**src/rtl/guard_pkg.sv**
```systemverilog
package guard_pkg;

   typedef enum logic [2:0] {
      RSN_NONE    = 3'd0,
      RSN_SUPPLY  = 3'd1,
      RSN_LOCKOUT = 3'd2,
      RSN_OE      = 3'd3,
      RSN_SHORT   = 3'd4
   } reason_e;

   typedef struct packed {
      logic supply;
      logic lockout;
      logic oe;
   } inhibit_t;

   // Priority: supply, lockout, output enable, short window
   function automatic reason_e pick_reason(inhibit_t f, logic too_short);
      if (f.supply)       return RSN_SUPPLY;
      else if (f.lockout) return RSN_LOCKOUT;
      else if (f.oe)      return RSN_OE;
      else if (too_short) return RSN_SHORT;
      else                return RSN_NONE;
   endfunction

endpackage

```
**src/rtl/lockout_timer.sv**
```systemverilog
module lockout_timer #(
   parameter int LOCK_CYCLES = 1000
) (
   input  logic clk,
   input  logic rst_n,
   input  logic supply_ok,
   output logic lock_ok
);
   localparam int LW = $clog2(LOCK_CYCLES + 1);
   localparam logic [LW-1:0] LIMIT = LW'(LOCK_CYCLES);

   logic [LW-1:0] cnt;

   // Restarts on every supply drop
   always_ff @(posedge clk or negedge rst_n) begin
      if (!rst_n)              cnt <= '0;
      else if (!supply_ok)     cnt <= '0;
      else if (cnt != LIMIT)   cnt <= cnt + 1'b1;
   end

   assign lock_ok = (cnt == LIMIT);
endmodule

```
**src/rtl/strobe_window.sv**
```systemverilog
module strobe_window #(
   parameter int MIN_PULSE = 2
) (
   input  logic clk,
   input  logic rst_n,
   input  logic ce_n,
   input  logic we_n,
   output logic active,
   output logic in_win,
   output logic trail,
   output logic long_enough
);
   assign active = !ce_n && !we_n;   // overlap only

   always_ff @(posedge clk or negedge rst_n) begin
      if (!rst_n) in_win <= 1'b0;
      else        in_win <= active;
   end

   assign trail = in_win && !active;

   generate
      if (MIN_PULSE == 1) begin : g_nofilt
         assign long_enough = 1'b1;
      end else begin : g_filt
         localparam int PW = $clog2(MIN_PULSE + 1);
         localparam logic [PW-1:0] PMAX = PW'(MIN_PULSE);
         logic [PW-1:0] wcnt;
         always_ff @(posedge clk or negedge rst_n) begin
            if (!rst_n)
               wcnt <= '0;
            else if (active) begin
               if (!in_win)           wcnt <= PW'(1);
               else if (wcnt != PMAX) wcnt <= wcnt + 1'b1;
            end
         end
         assign long_enough = (wcnt == PMAX);
      end
   endgenerate
endmodule

```
**src/rtl/inhibit_accum.sv**
```systemverilog
module inhibit_accum
   import guard_pkg::*;
(
   input  logic     clk,
   input  logic     rst_n,
   input  logic     active,
   input  logic     in_win,
   input  inhibit_t cur,
   output inhibit_t acc
);
   always_ff @(posedge clk or negedge rst_n) begin
      if (!rst_n)      acc <= '0;
      else if (active) acc <= (in_win ? acc : inhibit_t'('0)) | cur;
   end
endmodule

```
**src/rtl/prog_guard.sv**
```systemverilog
module prog_guard
   import guard_pkg::*;
#(
   parameter int LOCK_CYCLES = 1000,
   parameter int MIN_PULSE   = 2
) (
   input  logic       clk,
   input  logic       rst_n,
   input  logic       supply_ok,
   input  logic       ce_n,
   input  logic       we_n,
   input  logic       oe_n,
   output logic       start_pulse,
   output logic [2:0] reason
);
   generate
      if (LOCK_CYCLES < 1) begin : g_bad_lock
         $error("LOCK_CYCLES must be at least 1");
      end
      if (MIN_PULSE < 1) begin : g_bad_pulse
         $error("MIN_PULSE must be at least 1");
      end
   endgenerate

   logic     lock_ok;
   logic     active, in_win, trail, long_enough;
   inhibit_t cur, acc;
   reason_e  rsn_q;

   lockout_timer #(.LOCK_CYCLES(LOCK_CYCLES)) u_lock (
      .clk(clk), .rst_n(rst_n), .supply_ok(supply_ok), .lock_ok(lock_ok)
   );

   strobe_window #(.MIN_PULSE(MIN_PULSE)) u_win (
      .clk(clk), .rst_n(rst_n), .ce_n(ce_n), .we_n(we_n),
      .active(active), .in_win(in_win), .trail(trail),
      .long_enough(long_enough)
   );

   always_comb begin
      cur.supply  = !supply_ok;
      cur.lockout = !lock_ok;
      cur.oe      = !oe_n;
   end

   inhibit_accum u_acc (
      .clk(clk), .rst_n(rst_n), .active(active), .in_win(in_win),
      .cur(cur), .acc(acc)
   );

   always_ff @(posedge clk or negedge rst_n) begin
      if (!rst_n) begin
         start_pulse <= 1'b0;
         rsn_q       <= RSN_NONE;
      end else begin
         start_pulse <= 1'b0;
         if (trail) begin
            if (acc == '0 && long_enough) start_pulse <= 1'b1;
            else                          rsn_q <= pick_reason(acc, !long_enough);
         end
      end
   end

   assign reason = rsn_q;
endmodule

```
**config.mk**
```make
export PLATFORM = sky130hd
export DESIGN_NAME = prog_guard
export DESIGN_NICKNAME = d
export VERILOG_FILES = /design/src/rtl/guard_pkg.sv /design/src/rtl/lockout_timer.sv /design/src/rtl/strobe_window.sv /design/src/rtl/inhibit_accum.sv /design/src/rtl/prog_guard.sv
export SDC_FILE = /design/constraint.sdc
export NUM_CORES = 1
export LEC_CHECK = 0
export BUFFER_PORTS_ARGS = -buffer_cell sky130_fd_sc_hd__buf_2
export CAP_MARGIN = 20
export CORE_MARGIN = 10
export CORE_UTILIZATION = 50
export CTS_BUF_LIST = sky130_fd_sc_hd__clkbuf_16
export CTS_CLUSTER_SIZE = 28
export DETAILED_ROUTE_END_ITERATION = 10
export GPL_TIMING_DRIVEN = 1
export PLACE_DENSITY = 0.72
export RECOVER_POWER = 25
export REMOVE_ABC_BUFFERS = 1
export SETUP_SLACK_MARGIN = 0.15
export SLEW_MARGIN = 5
export SYNTH_ARGS = -nofsm -noshare
export SYNTH_HDL_FRONTEND = slang
export SYNTH_SLANG_ARGS = --single-unit
```
**constraint.sdc**
```tcl
create_clock -name clk -period 1.3 [get_ports clk]
set_input_delay 0.195 -clock clk [delete_from_list [all_inputs] [get_ports clk]]
set_output_delay 0.195 -clock clk [all_outputs]
set_load 0.05 [all_outputs]
```
* Word level (Yosys, flattened, before mapping)
Index checks and enable logic that the tools add are counted.
** Storage, ports and cells
- Input bits :: 6
- Logic and storage cells :: 41
- Output and inout bits :: 4
- Flip-flop bits (word level) :: 20
** Cells by class
- Muxes and demuxes :: 11
- Eq/ne operators :: 6
- Reductions and logical operators :: 12
- $add $sub $neg :: 2
- Bitwise operators :: 2
** Operators with widths (count)
- 10-bit 2-to-1 mux :: 2
- 3-bit 2-to-1 mux :: 5
- 10-bit by 1-bit adder with 10-bit output, second input constant :: 1
- 10-bit equality test, second input constant :: 1
- 10-bit != test, second input constant :: 1
- 1-bit zero test :: 6
- 2-bit 2-to-1 mux :: 2
- 2-bit != test, second input constant :: 2
- 2-bit AND reduction :: 2
- 1-bit logical AND :: 3
- 3-bit zero test :: 1
- 3-bit bitwise OR :: 1
- 2-bit by 1-bit adder with 2-bit output, second input constant :: 1
- 2-bit equality test, second input constant :: 1
- 1-bit 2-to-1 mux :: 2
- 2-bit by 1-bit != test with 1-bit output, second input constant :: 1
- 1-bit inverter :: 1

* Logic depth before layout (Yosys ltp)
- Depth in word-level cells :: 5
- Mapped depth :: 6
- Mapped depth without buffers :: 5

* By module
From an unflattened synthesis, not the netlist that was laid out.
** Unflattened totals
- Cell total of the unflattened synthesis :: 91
- Area total of the unflattened synthesis :: 970.9 um^2
** Modules (own cells, without submodules)
- lockout_timer :: times used 1, cells an instance 53, area an instance 516.7 um^2, sequential area each 250.2 um^2
- prog_guard :: times used 1, cells an instance 19, area an instance 196.4 um^2, sequential area each 100.1 um^2
- strobe_window :: times used 1, cells an instance 12, area an instance 147.6 um^2, sequential area each 75.1 um^2
- inhibit_accum :: times used 1, cells an instance 7, area an instance 110.1 um^2, sequential area each 75.1 um^2

* Worst setup path before layout
OpenSTA, ideal clock, no wires.
- Path kind :: register to register
- Start point :: register u_lock.cnt[0]
- End point :: register u_lock.cnt[0]
- Arrival :: 1240 ps
- Data required time :: 1221 ps
- Setup time :: 79 ps
- Stages on the path, launching flop included :: 6
- Path slack :: -20 ps
- Buffers on the path :: 0
- Clock period less this slack :: 1320 ps
- Cell sequence :: dfrtp_1 inv_1 ha_1 nand4b_1 nor3_1 mux2i_1
** On the way
- Longest elaborated chain between the ends :: 3
- Elaborated cells on any way between the ends :: 5
- Classes of those cells :: add/sub: 1; eq/ne: 2; mux: 2
** Ends and longest elaborated chain
- from (decl) :: line lockout_timer.sv:12 : logic [LW-1:0] cnt;
- from (signal assigned) :: line lockout_timer.sv:18 : else if (cnt != LIMIT) cnt <= cnt + 1'b1;
- 10-bit by 1-bit adder with 10-bit output :: line lockout_timer.sv:18
- 10-bit 2-to-1 mux :: line lockout_timer.sv:18
- 10-bit 2-to-1 mux :: line lockout_timer.sv:17 : else if (!supply_ok) cnt <= '0;
Several ways; a longest one is shown, not always the timed one. The select of a mux whose other input is x is not followed.
A chain may end at the register's enable or synchronous reset.

* Worst setup path in the final report
Same ends and word-level chain as after synthesis.

==> results.cfg <==
[run_status]
status = completed

[pwr]
pwr_density_cell_nw_per_um2 = 1460
switchingPower_uw = 479
swShare = 0.255
p_leak_nw = 0.559
p_seq_frac = 0.388
p_total_mw = 1.88
power_frac_clock = 0.449
peakVddDrop_v = 0.00116
power.internal_mw = 1.40
power_frac_comb = 0.163

[setup_path]
cp_num_buf_inv = 2
critPathTopFamily = flip-flops
crit_required_ns = 1.47
crit_type = register to register
path_max_fanout = 5
worstSetupStartpointType = register
path_cells = inv_2 > ha_4 > nand4b_1 > nor3_2 > buf_4 > mux2i_1
critPathMaxStageDelay_ns = 0.44
endpoint_kind = register
crit_slowest_cell = dfrtp_2
arrival_ns = 1.46

[cells_and_area]
final_layout_size_suffix_gt1_frac = 0.347
final_util = 0.731
fin_nets = 131
area_growth_pct = 35.7
fin_cells = 146
final_cell_area_um2 = 1290
antenna_cells = 0

[cts]
htree_levels = 1
cts_buffers = 3
cts_tree = built
cts.path.max_buffers = 2
insertion_delay_ns = 0.25
cts.clk_slew.worst_paths_ns = 0.06
cts-root-buf = clkbuf_16
clock_sinks = 20

[logic_synthesis]
netlist_instances = 96
syn_avg_cell_area_um2 = 9.91
synth-seq-cells = 20
synth_area_um2 = 951
synth-seq-area-share = 0.526
yosysWarnings = 0
synth.distinct_cells = 28

[route]
vias = 819
finalWirelength_mm = 2.19
drc = 0
wire_per_inst_um = 15.0
drtIter0Drc = 17
vias_per_cell = 5.61
firstDrtPassIters = 4
ant_nets = 0

[sta]
worstMarginPinSlew_ns = 0.642
finalHoldViolCount = 0
period_share = 0.991
rsz0062_at_grt = true
finalClockSkew_ns = 0.00285
drv_slew = 0
finalCriticalPeriod_ns = 1.29
fmax_mhz = 776
fin_tns_setup_ns = 0
slew-limit-headroom = 0.572
setup_viol = 0

[grt]
antenna_found_initial = 0
grt_max_degree = 21
overflow = 0
grt_pass1_wl_mm = 3.66
track_usage = 0.110
grt_pass1_vias = 828

[worst_hold_path]
hold_path_class = input pin to register

[place]
place_congestion = 0.836
placed_cell_area_um2 = 1050
placed_cells = 132
numPortBuffers = 9
hpwl_mm = 1.41

[floorplan]
start_util = 0.539
die_h_um = 63.6
dieArea_um2 = 4050
core_area_um2 = 1760
die_w_um = 63.6
ioPinCount = 10
rows = 15

[flow_run]
maxCapViolations = 0
-- path summary, 6_finish.rpt --
check,from,to,slack (ns),cells after the start
worst max register to register,u_lock.cnt[0],u_lock.cnt[0],0.01,6
max in group asynchronous,rst_n,u_lock.cnt[0],0.49,2
min in group asynchronous,rst_n,u_win.g_filt.wcnt[1],0.44,2
worst max-delay path,u_lock.cnt[0],u_lock.cnt[0],0.01,6
worst min-delay path,oe_n,u_acc.acc[0],0.14,2
worst min register to register,reason[2],reason[2],0.48,1
-- Yosys cell counts --
cell       number  area share
dfrtp_1        20        0.53
o21ai_0        12       0.063
nand2_1        10       0.039
a21oi_1         6       0.032
inv_1           6       0.024
nor2_1          5       0.020
ha_1            3       0.039
mux2i_1         3       0.032
nand3_1         3       0.016
o31ai_1         3       0.024
clkbuf_1        2      0.0079
nand3b_1        2       0.016
nand4_1         2       0.013
nor3_1          2       0.011
or3_1           2       0.013
or4_1           2       0.016
xor2_1          2       0.018
a22o_1          1      0.0092
a2bb2oi_1       1      0.0092
a32oi_1         1      0.0092
buf_1           1      0.0039
nand3_2         1       0.011
nand4b_1        1      0.0092
o21ai_1         1      0.0053
o22a_1          1      0.0092
o32a_1          1       0.011
or2_2           1      0.0066
or3_2           1      0.0079
-- placed cells by master (no fill, tap or decap), types with 3 or more instances in the layout --
cell / instances
dfrtp_1: 18
buf_4: 14
o21ai_0: 11
nand2_1: 9
buf_2: 8
nor2_1: 5
a21oi_1: 5
inv_1: 4
mux2i_1: 3
nand3_1: 3
clkbuf_16: 3
-- cell families after synthesis --
kind of cell | count (synthesis) | synth area share
AOI/OAI and AO/OA | 27 | 0.171
and+or+nand+nor | 32 | 0.178
buffers and inverters | 9 | 0.0355
adders and majority gates | 3 | 0.0395
muxes | 3 | 0.0316
xor gates and xnor gates | 2 | 0.0184
DFF | 20 | 0.526
-- final cells by class --
type / instances / area [µm²]
Clock buffer: 3 / 75.1
Clock inverter: 1 / 30.0
Fill cell: 147 / 474
Inverter: 6 / 22.5
Multi-Input combinational cell: 67 / 468
Sequential cell: 20 / 503
Tap cell: 25 / 31.3
Timing Repair Buffer: 24 / 160
-- flip-flops by register name, summed over array words and instances, names as in the netlist --
signal,flops
start_pulse,1
u_lock.cnt,10
u_win.g_filt.wcnt,2
reason,3
u_win.in_win,1
u_acc.acc,3
-- power by group through the flow --
| stage | logic (mW) | registers [mW] | clock network (mW) |
|---|---|---|---|
| after floorplan | 0.0844 | 0.812 | 0 |
| after global placement | 0.245 | 0.730 | 0 |
| after detailed placement | 0.251 | 0.736 | 0 |
| after CTS | 0.274 | 0.725 | 0.847 |
| after global routing | 0.336 | 0.739 | 0.881 |
| final | 0.306 | 0.729 | 0.844 |
-- per-layer routing --
| layer | routed length [µm] | GRT usage |
|---|---|---|
| met1 | 958 | 0.122 |
| met2 | 1110 | 0.202 |
| met3 | 79 | 0.0230 |
| met4 | 34 | 0.0328 |
| met5 | 0 | 0 |
-- metrics by stage --
stage                     setup WS [ns]  hold slack [ns]
final                            0.0120            0.142
after global routing            -0.0917            0.176
after CTS                      -0.00548            0.147
after detailed placement        -0.0399            0.169
after global placement          0.00176            0.166
after floorplan                 -0.0198           -0.101
-- timing repair --
| item | CTS | global route |
|---|---|---|
| setup buffers | 6 | 3 |
| cloned | 0 | 0 |
| hold endpoints to repair | 20 | 0 |
| endpoints found under the setup margin | 14 | 14 |
| pin swaps | 6 | 7 |
| gates resized for setup | 3 | 13 |
| hold buffers | 1 | 0 |
No activity file was read; power rests on OpenSTA's default activity.
